[src/rtl/glf_pkg.sv]
package glf_pkg;

  typedef enum logic {
    SRC_BUS  = 1'b0,
    SRC_SLOW = 1'b1
  } tick_src_e;

  function automatic logic pick_tick(input tick_src_e src, input logic slow_pulse);
    return (src == SRC_SLOW) ? slow_pulse : 1'b1;
  endfunction

endpackage

[src/rtl/glf_sync.sv]
module glf_sync #(
  parameter int NUM_PINS = 32
) (
  input  logic                clk,
  input  logic                rst_n,
  input  logic [NUM_PINS-1:0] raw_i,
  output logic [NUM_PINS-1:0] sync_o
);

  logic [NUM_PINS-1:0] meta_q, meta_d;
  logic [NUM_PINS-1:0] stab_q, stab_d;

  always_comb begin
    meta_d = raw_i;
    stab_d = meta_q;
  end

  always_ff @(posedge clk or negedge rst_n) begin
    if (!rst_n) begin
      meta_q <= '0;
      stab_q <= '0;
    end else begin
      meta_q <= meta_d;
      stab_q <= stab_d;
    end
  end

  assign sync_o = stab_q;

endmodule

[src/rtl/glf_tick_sel.sv]
module glf_tick_sel
  import glf_pkg::*;
(
  input  logic clk,
  input  logic rst_n,
  input  logic src_i,
  input  logic slow_i,
  output logic tick_o
);

  tick_src_e src;
  assign src    = tick_src_e'(src_i);
  assign tick_o = pick_tick(src, slow_i);

  AST_BUS_ALWAYS_TICKS: assert property (@(posedge clk) disable iff (!rst_n)
    (src_i == 1'b0) |-> tick_o);

  AST_SLOW_FOLLOWS_PULSE: assert property (@(posedge clk) disable iff (!rst_n)
    (src_i == 1'b1) && !slow_i |-> !tick_o);

endmodule

[src/rtl/glf_cell.sv]
module glf_cell #(
  parameter int WIDTH_BITS = 5
) (
  input  logic                  clk,
  input  logic                  rst_n,
  input  logic                  en_i,
  input  logic                  tick_i,
  input  logic [WIDTH_BITS-1:0] width_i,
  input  logic                  sync_i,
  output logic                  out_o
);

  logic                  filt_q, filt_d;
  logic [WIDTH_BITS-1:0] cnt_q, cnt_d;
  logic                  differ;
  logic                  expired;
  logic                  upd_en;

  assign differ  = (sync_i != filt_q);
  assign expired = (cnt_q >= width_i);

  always_comb begin
    filt_d = filt_q;
    cnt_d  = cnt_q;
    if (!en_i) begin
      filt_d = sync_i;
      cnt_d  = '0;
    end else if (!differ) begin
      cnt_d  = '0;
    end else if (tick_i) begin
      if (expired) begin
        filt_d = sync_i;
        cnt_d  = '0;
      end else begin
        cnt_d  = cnt_q + 1'b1;
      end
    end
  end

  assign upd_en = !en_i || !differ || tick_i;

  always_ff @(posedge clk or negedge rst_n) begin
    if (!rst_n) begin
      filt_q <= 1'b0;
      cnt_q  <= '0;
    end else if (upd_en) begin
      filt_q <= filt_d;
      cnt_q  <= cnt_d;
    end
  end

  assign out_o = en_i ? filt_q : sync_i;

  AST_HOLD_WHEN_MATCHED: assert property (@(posedge clk) disable iff (!rst_n)
    en_i && !differ |=> (filt_q == $past(filt_q)));

  AST_NO_EARLY_FLIP: assert property (@(posedge clk) disable iff (!rst_n)
    $past(en_i) && (filt_q != $past(filt_q)) |-> ($past(cnt_q) >= $past(width_i)));

  AST_QUIET_WITHOUT_TICK: assert property (@(posedge clk) disable iff (!rst_n)
    en_i && !tick_i |=> $stable(filt_q));

  AST_DISABLED_TRACKS: assert property (@(posedge clk) disable iff (!rst_n)
    !en_i |=> (filt_q == $past(sync_i)));

endmodule

[src/rtl/glitch_filter_port.sv]
module glitch_filter_port #(
  parameter int NUM_PINS   = 32,
  parameter int WIDTH_BITS = 5
) (
  input  logic                  clk,
  input  logic                  rst_n,
  input  logic [NUM_PINS-1:0]   raw_in,
  input  logic [NUM_PINS-1:0]   filt_en,
  input  logic                  tick_src,
  input  logic                  slow_tick,
  input  logic [WIDTH_BITS-1:0] filt_width,
  output logic [NUM_PINS-1:0]   pin_out
);

  logic [NUM_PINS-1:0] sync_lvl;
  logic                tick;

  glf_sync #(.NUM_PINS(NUM_PINS)) u_sync (
    .clk    (clk),
    .rst_n  (rst_n),
    .raw_i  (raw_in),
    .sync_o (sync_lvl)
  );

  glf_tick_sel u_tick (
    .clk    (clk),
    .rst_n  (rst_n),
    .src_i  (tick_src),
    .slow_i (slow_tick),
    .tick_o (tick)
  );

  for (genvar p = 0; p < NUM_PINS; p++) begin : g_pin
    glf_cell #(.WIDTH_BITS(WIDTH_BITS)) u_cell (
      .clk     (clk),
      .rst_n   (rst_n),
      .en_i    (filt_en[p]),
      .tick_i  (tick),
      .width_i (filt_width),
      .sync_i  (sync_lvl[p]),
      .out_o   (pin_out[p])
    );
  end

  AST_BYPASS_IS_SYNC: assert property (@(posedge clk) disable iff (!rst_n)
    ((pin_out ^ sync_lvl) & ~filt_en) == '0);

  AST_RESET_LOW: assert property (@(posedge clk)
    !rst_n |-> (pin_out == '0));

endmodule

[config.mk]
export PLATFORM = sky130hd
export DESIGN_NAME = glitch_filter_port
export DESIGN_NICKNAME = d
export VERILOG_FILES = /design/src/rtl/glf_pkg.sv /design/src/rtl/glf_sync.sv /design/src/rtl/glf_tick_sel.sv /design/src/rtl/glf_cell.sv /design/src/rtl/glitch_filter_port.sv
export SDC_FILE = /design/constraint.sdc
export NUM_CORES = 1
export LEC_CHECK = 0
export ABC_AREA = 1
export BUFFER_PORTS_ARGS = -buffer_cell sky130_fd_sc_hd__buf_2
export CORE_MARGIN = 1
export CORE_UTILIZATION = 60
export DETAILED_ROUTE_END_ITERATION = 12
export PLACE_DENSITY_LB_ADDON = 0.2
export SYNTH_ARGS = -nofsm -noshare
export SYNTH_HDL_FRONTEND = slang
export SYNTH_HIERARCHICAL = 1
export SYNTH_SLANG_ARGS = --single-unit
[constraint.sdc]
create_clock -name clk -period 3.25 [get_ports clk]
set_clock_uncertainty 0.1 [all_clocks]
set_input_delay 0.325 -clock clk [delete_from_list [all_inputs] [get_ports clk]]
set_output_delay 0.325 -clock clk [all_outputs]
set_load 0.02 [all_outputs]
==> out/results.tsv <==
stage	metric	value	unit
grt	number of global-route vias before repair	14600	
power	Psw	2.69	mW
setup_path	reg2reg end	g_pin[14].u_cell/filt_q$_DFFE_PN0P_	
layout	Synth-to-Final Area Change	13.1	%
yosys	Mapped Cells	2498	
drt	routed wl met2	18500	µm
placement	Placer Congestion	0.879	
die	Die X	179	µm
sta	Final Slew Violations	0	
cts	Longest Clk Path Bufs	3	
layout	antenna cells	0	
die	num rows	64	
sta	RSZ-0062 raised after global routing	false	
die	Chip Height	179	µm
drt	Post-Route WL	37300	µm
yosys	prevailing post-synth register cell	dfrtp_1	
setup_path	CP Class	reg2out	
setup_path	Worst R2R Start	g_pin[14].u_cell/cnt_q[4]$_DFFE_PN0P_	
cts	clk_lat worst skew	550	ps
cts	TritonCTS Buffers	31	
power	Net Sw Frac	0.309	
die	die area	32000	µm²
yosys	Synth top area share	0.342	
yosys	syn nets	2763	
setup_path	critical-path maximum fanout	3	
yosys	Yosys reg bits	256	
yosys	Post-synth ARST share	1.00	
setup_path	r2r setup slk	1710	ps
power	leak pwr	12.2	nW
die	Core Region	30700	µm²
drt	initial drt markers	719	
yosys	sequential fraction of the synthesis area	0.342	
drt	final antenna-violating net count	0	
setup_path	critical path launch point type	register	
sta	setup_tns	0	ps
grt	largest net degree at the start of global routing	113	
placement	Setup WS pre-CTS	1000	ps
drt	vias post-DR	15300	
setup_path	CP arrival	1570	ps
setup_path	Worst EP required	2820	ps
yosys	Ys Warns	6	
hold_path	Worst Hold Class	in2reg	
sta	Hold Violations, Final	0	
sta	final setup vio count	0	
power	Design Power	8.70	mW
yosys	synthesized area	18700	µm²
setup_path	crit path from	u_sync/sync_o[13]$_DFF_PN0_	
cts	root buf cell	clkbuf_16	
power	power per standard cell area	410	nW/µm²
sta	Tcrit/Tclk final	0.614	
drt	routed len/inst	12.1	µm
grt	grt total ovfl	0	
power	Int Power	6.01	mW
placement	PortBufs	104	
grt	initial antenna violation count	0	
drt	routed wl met3	1120	µm
die	initial cell density of the core	0.611	
yosys	ranking of synthesized cells by area	dfrtp_1, nand2_1, ha_1	
sta	Setup WS post-layout	1250	ps
power	Peak VDD IR	0.401	mV
placement	post-detail-place hpwl	27000	µm
die	I/O pin total	105	
drt	Pre-antenna DRT Iters	5	
yosys	EDFF count, synth	0	
cts	CTS tree	built	
setup_path	endpoint class of the critical path	output port	
cts	H-tree depth	1	
power	clock power share	0.377	
power	Comb power frac	0.212	
setup_path	R2R depth	8	
cts	CTS sink cnt	256	
drt	DR DRC count	0	
drt	average via count per standard cell	4.94	
flow_run	Max Cap Violations	0	
yosys	Yosys cell types	17	
sta	worst rel slew slack	0.566	
yosys	synth cell count leaders	nand2_1, inv_1, dfrtp_1	
drt	Top Metal Used	met4	
yosys	Syn Area/Cell	7.50	µm²
grt	first-pass GRT wire length	63600	µm
power	Reg power frac	0.411	
layout	share of cells above drive strength 1	0.189	
sta	fmax	501	MHz
drt	met1 wire length	16700	µm
yosys	most common cell in the netlist	nand2_1	
yosys	cell taking the most area after synthesis	dfrtp_1	
setup_path	Setup crit end	pin_out[13]	
grt	All-Layer GR Usage	0.242	
layout	nets	2946	
sta	worst-margin pin slew	652	ps
cts	CTS clk-pin slew, worst paths	60	ps
status	status	completed	
sta	final worst path period need	2000	ps
==> placed cells by master, fill, tap and decap left out <==
cell           Yosys  final
inv_2             64     64
nand3_1          160    160
clkinv_2           0      5
nand4_1           32     32
nor2_1           128    128
ha_1             192    192
nand2_4           64     65
dlygate4sd3_1      0     34
o21ai_0           32     32
dfrtp_1          256    256
a21oi_1           64     64
xor2_1            64     64
bufinv_16          0      2
buf_2              0    103
nand2_2           96     96
nand3_2           32     32
clkbuf_8           0      4
buf_8              0      1
buf_4              0      8
buf_12             0      4
inv_1            513    513
nand2_1          673    672
o21ai_1           32     32
nor2_2            32     32
clkbuf_16          0     31
nor2_4            64     64
clkbuf_1           0      7
==> cell type report <==
cell class	instances	area (µm²)
Fill cell	2498	9470
Clock buffer	42	857
Clock inverter	7	85.1
Multi-Input combinational cell	1665	10200
Tap cell	396	495
Inverter	577	2170
Timing Repair Buffer	150	1010
Sequential cell	256	6410
==> flip-flops by register name (all words and copies together) (netlist names) <==
register	count
g_pin.u_cell/cnt_q	160
g_pin.u_cell/filt_q	32
u_sync/meta_q	32
u_sync/sync_o	32
==> cells by family (layout without fill, tap and decap cells) <==
kind of cell / after synthesis / in the layout / share of synthesized area
buffers and inverters: 577 / 776 / 0.116
xor gates and xnor gates: 64 / 64 / 0.0299
adders and majority gates: 192 / 192 / 0.128
and+or+nand+nor: 1281 / 1281 / 0.350
AOI/OAI and AO/OA: 128 / 128 / 0.0342
DFF: 256 / 256 / 0.342
==> worst min-delay path by stage <==
stage | from | end | cells after the start
2_1_floorplan | rst_n | g_pin[0].u_cell/cnt_q[0]$_DFFE_PN0P_ | 0
6_report | filt_en[18] | g_pin[18].u_cell/filt_q$_DFFE_PN0P_ | 4
5_1_grt | filt_en[23] | g_pin[23].u_cell/filt_q$_DFFE_PN0P_ | 4
3_5_place_dp | rst_n | u_sync/meta_q[18]$_DFF_PN0_ | 1
3_3_place_gp | rst_n | u_sync/meta_q[18]$_DFF_PN0_ | 1
4_1_cts | filt_en[23] | g_pin[23].u_cell/filt_q$_DFFE_PN0P_ | 4
==> metal layers <==
metal,GRT usage,vias up
met1,0.299,7017
met5,0,-
met2,0.439,228
met4,0.0763,0
li1,-,7953
met3,0.0254,82
==> metrics by stage <==
stage	utilization	cells	hold WS [ps]	area, µm²
finish	0.691	3093	29.4	21200
global route	0.691	3093	19.0	21200
CTS	0.691	3093	4.09	21200
detailed placement	0.649	3010	92.8	19900
global placement	0.649	3010	95.3	19900
floorplan	-	2498	-70.6	18700
==> critical path, stage by stage (launching register included) <==
cell and delay, ps:
dfrtp_1 420, inv_2 60, o21ai_0 290, buf_2 230
==> power groups by stage <==
stage / sequential [mW] / combinational, mW / clock, mW
CTS: 3.57 / 1.86 / 3.37
floorplan: 3.58 / 1.35 / 0
global route: 3.60 / 2.11 / 3.48
finish: 3.58 / 1.84 / 3.28
detailed placement: 3.63 / 1.82 / 0
global placement: 3.62 / 1.75 / 0
==> what timing repair did <==
item	4_1_cts	5_1_grt
hold endpoints to repair	269	0
setup buffers	0	0
endpoints found under the setup margin	0	0
gates resized for setup	0	0
hold buffers	34	0
(Power assumes the default switching activity.)
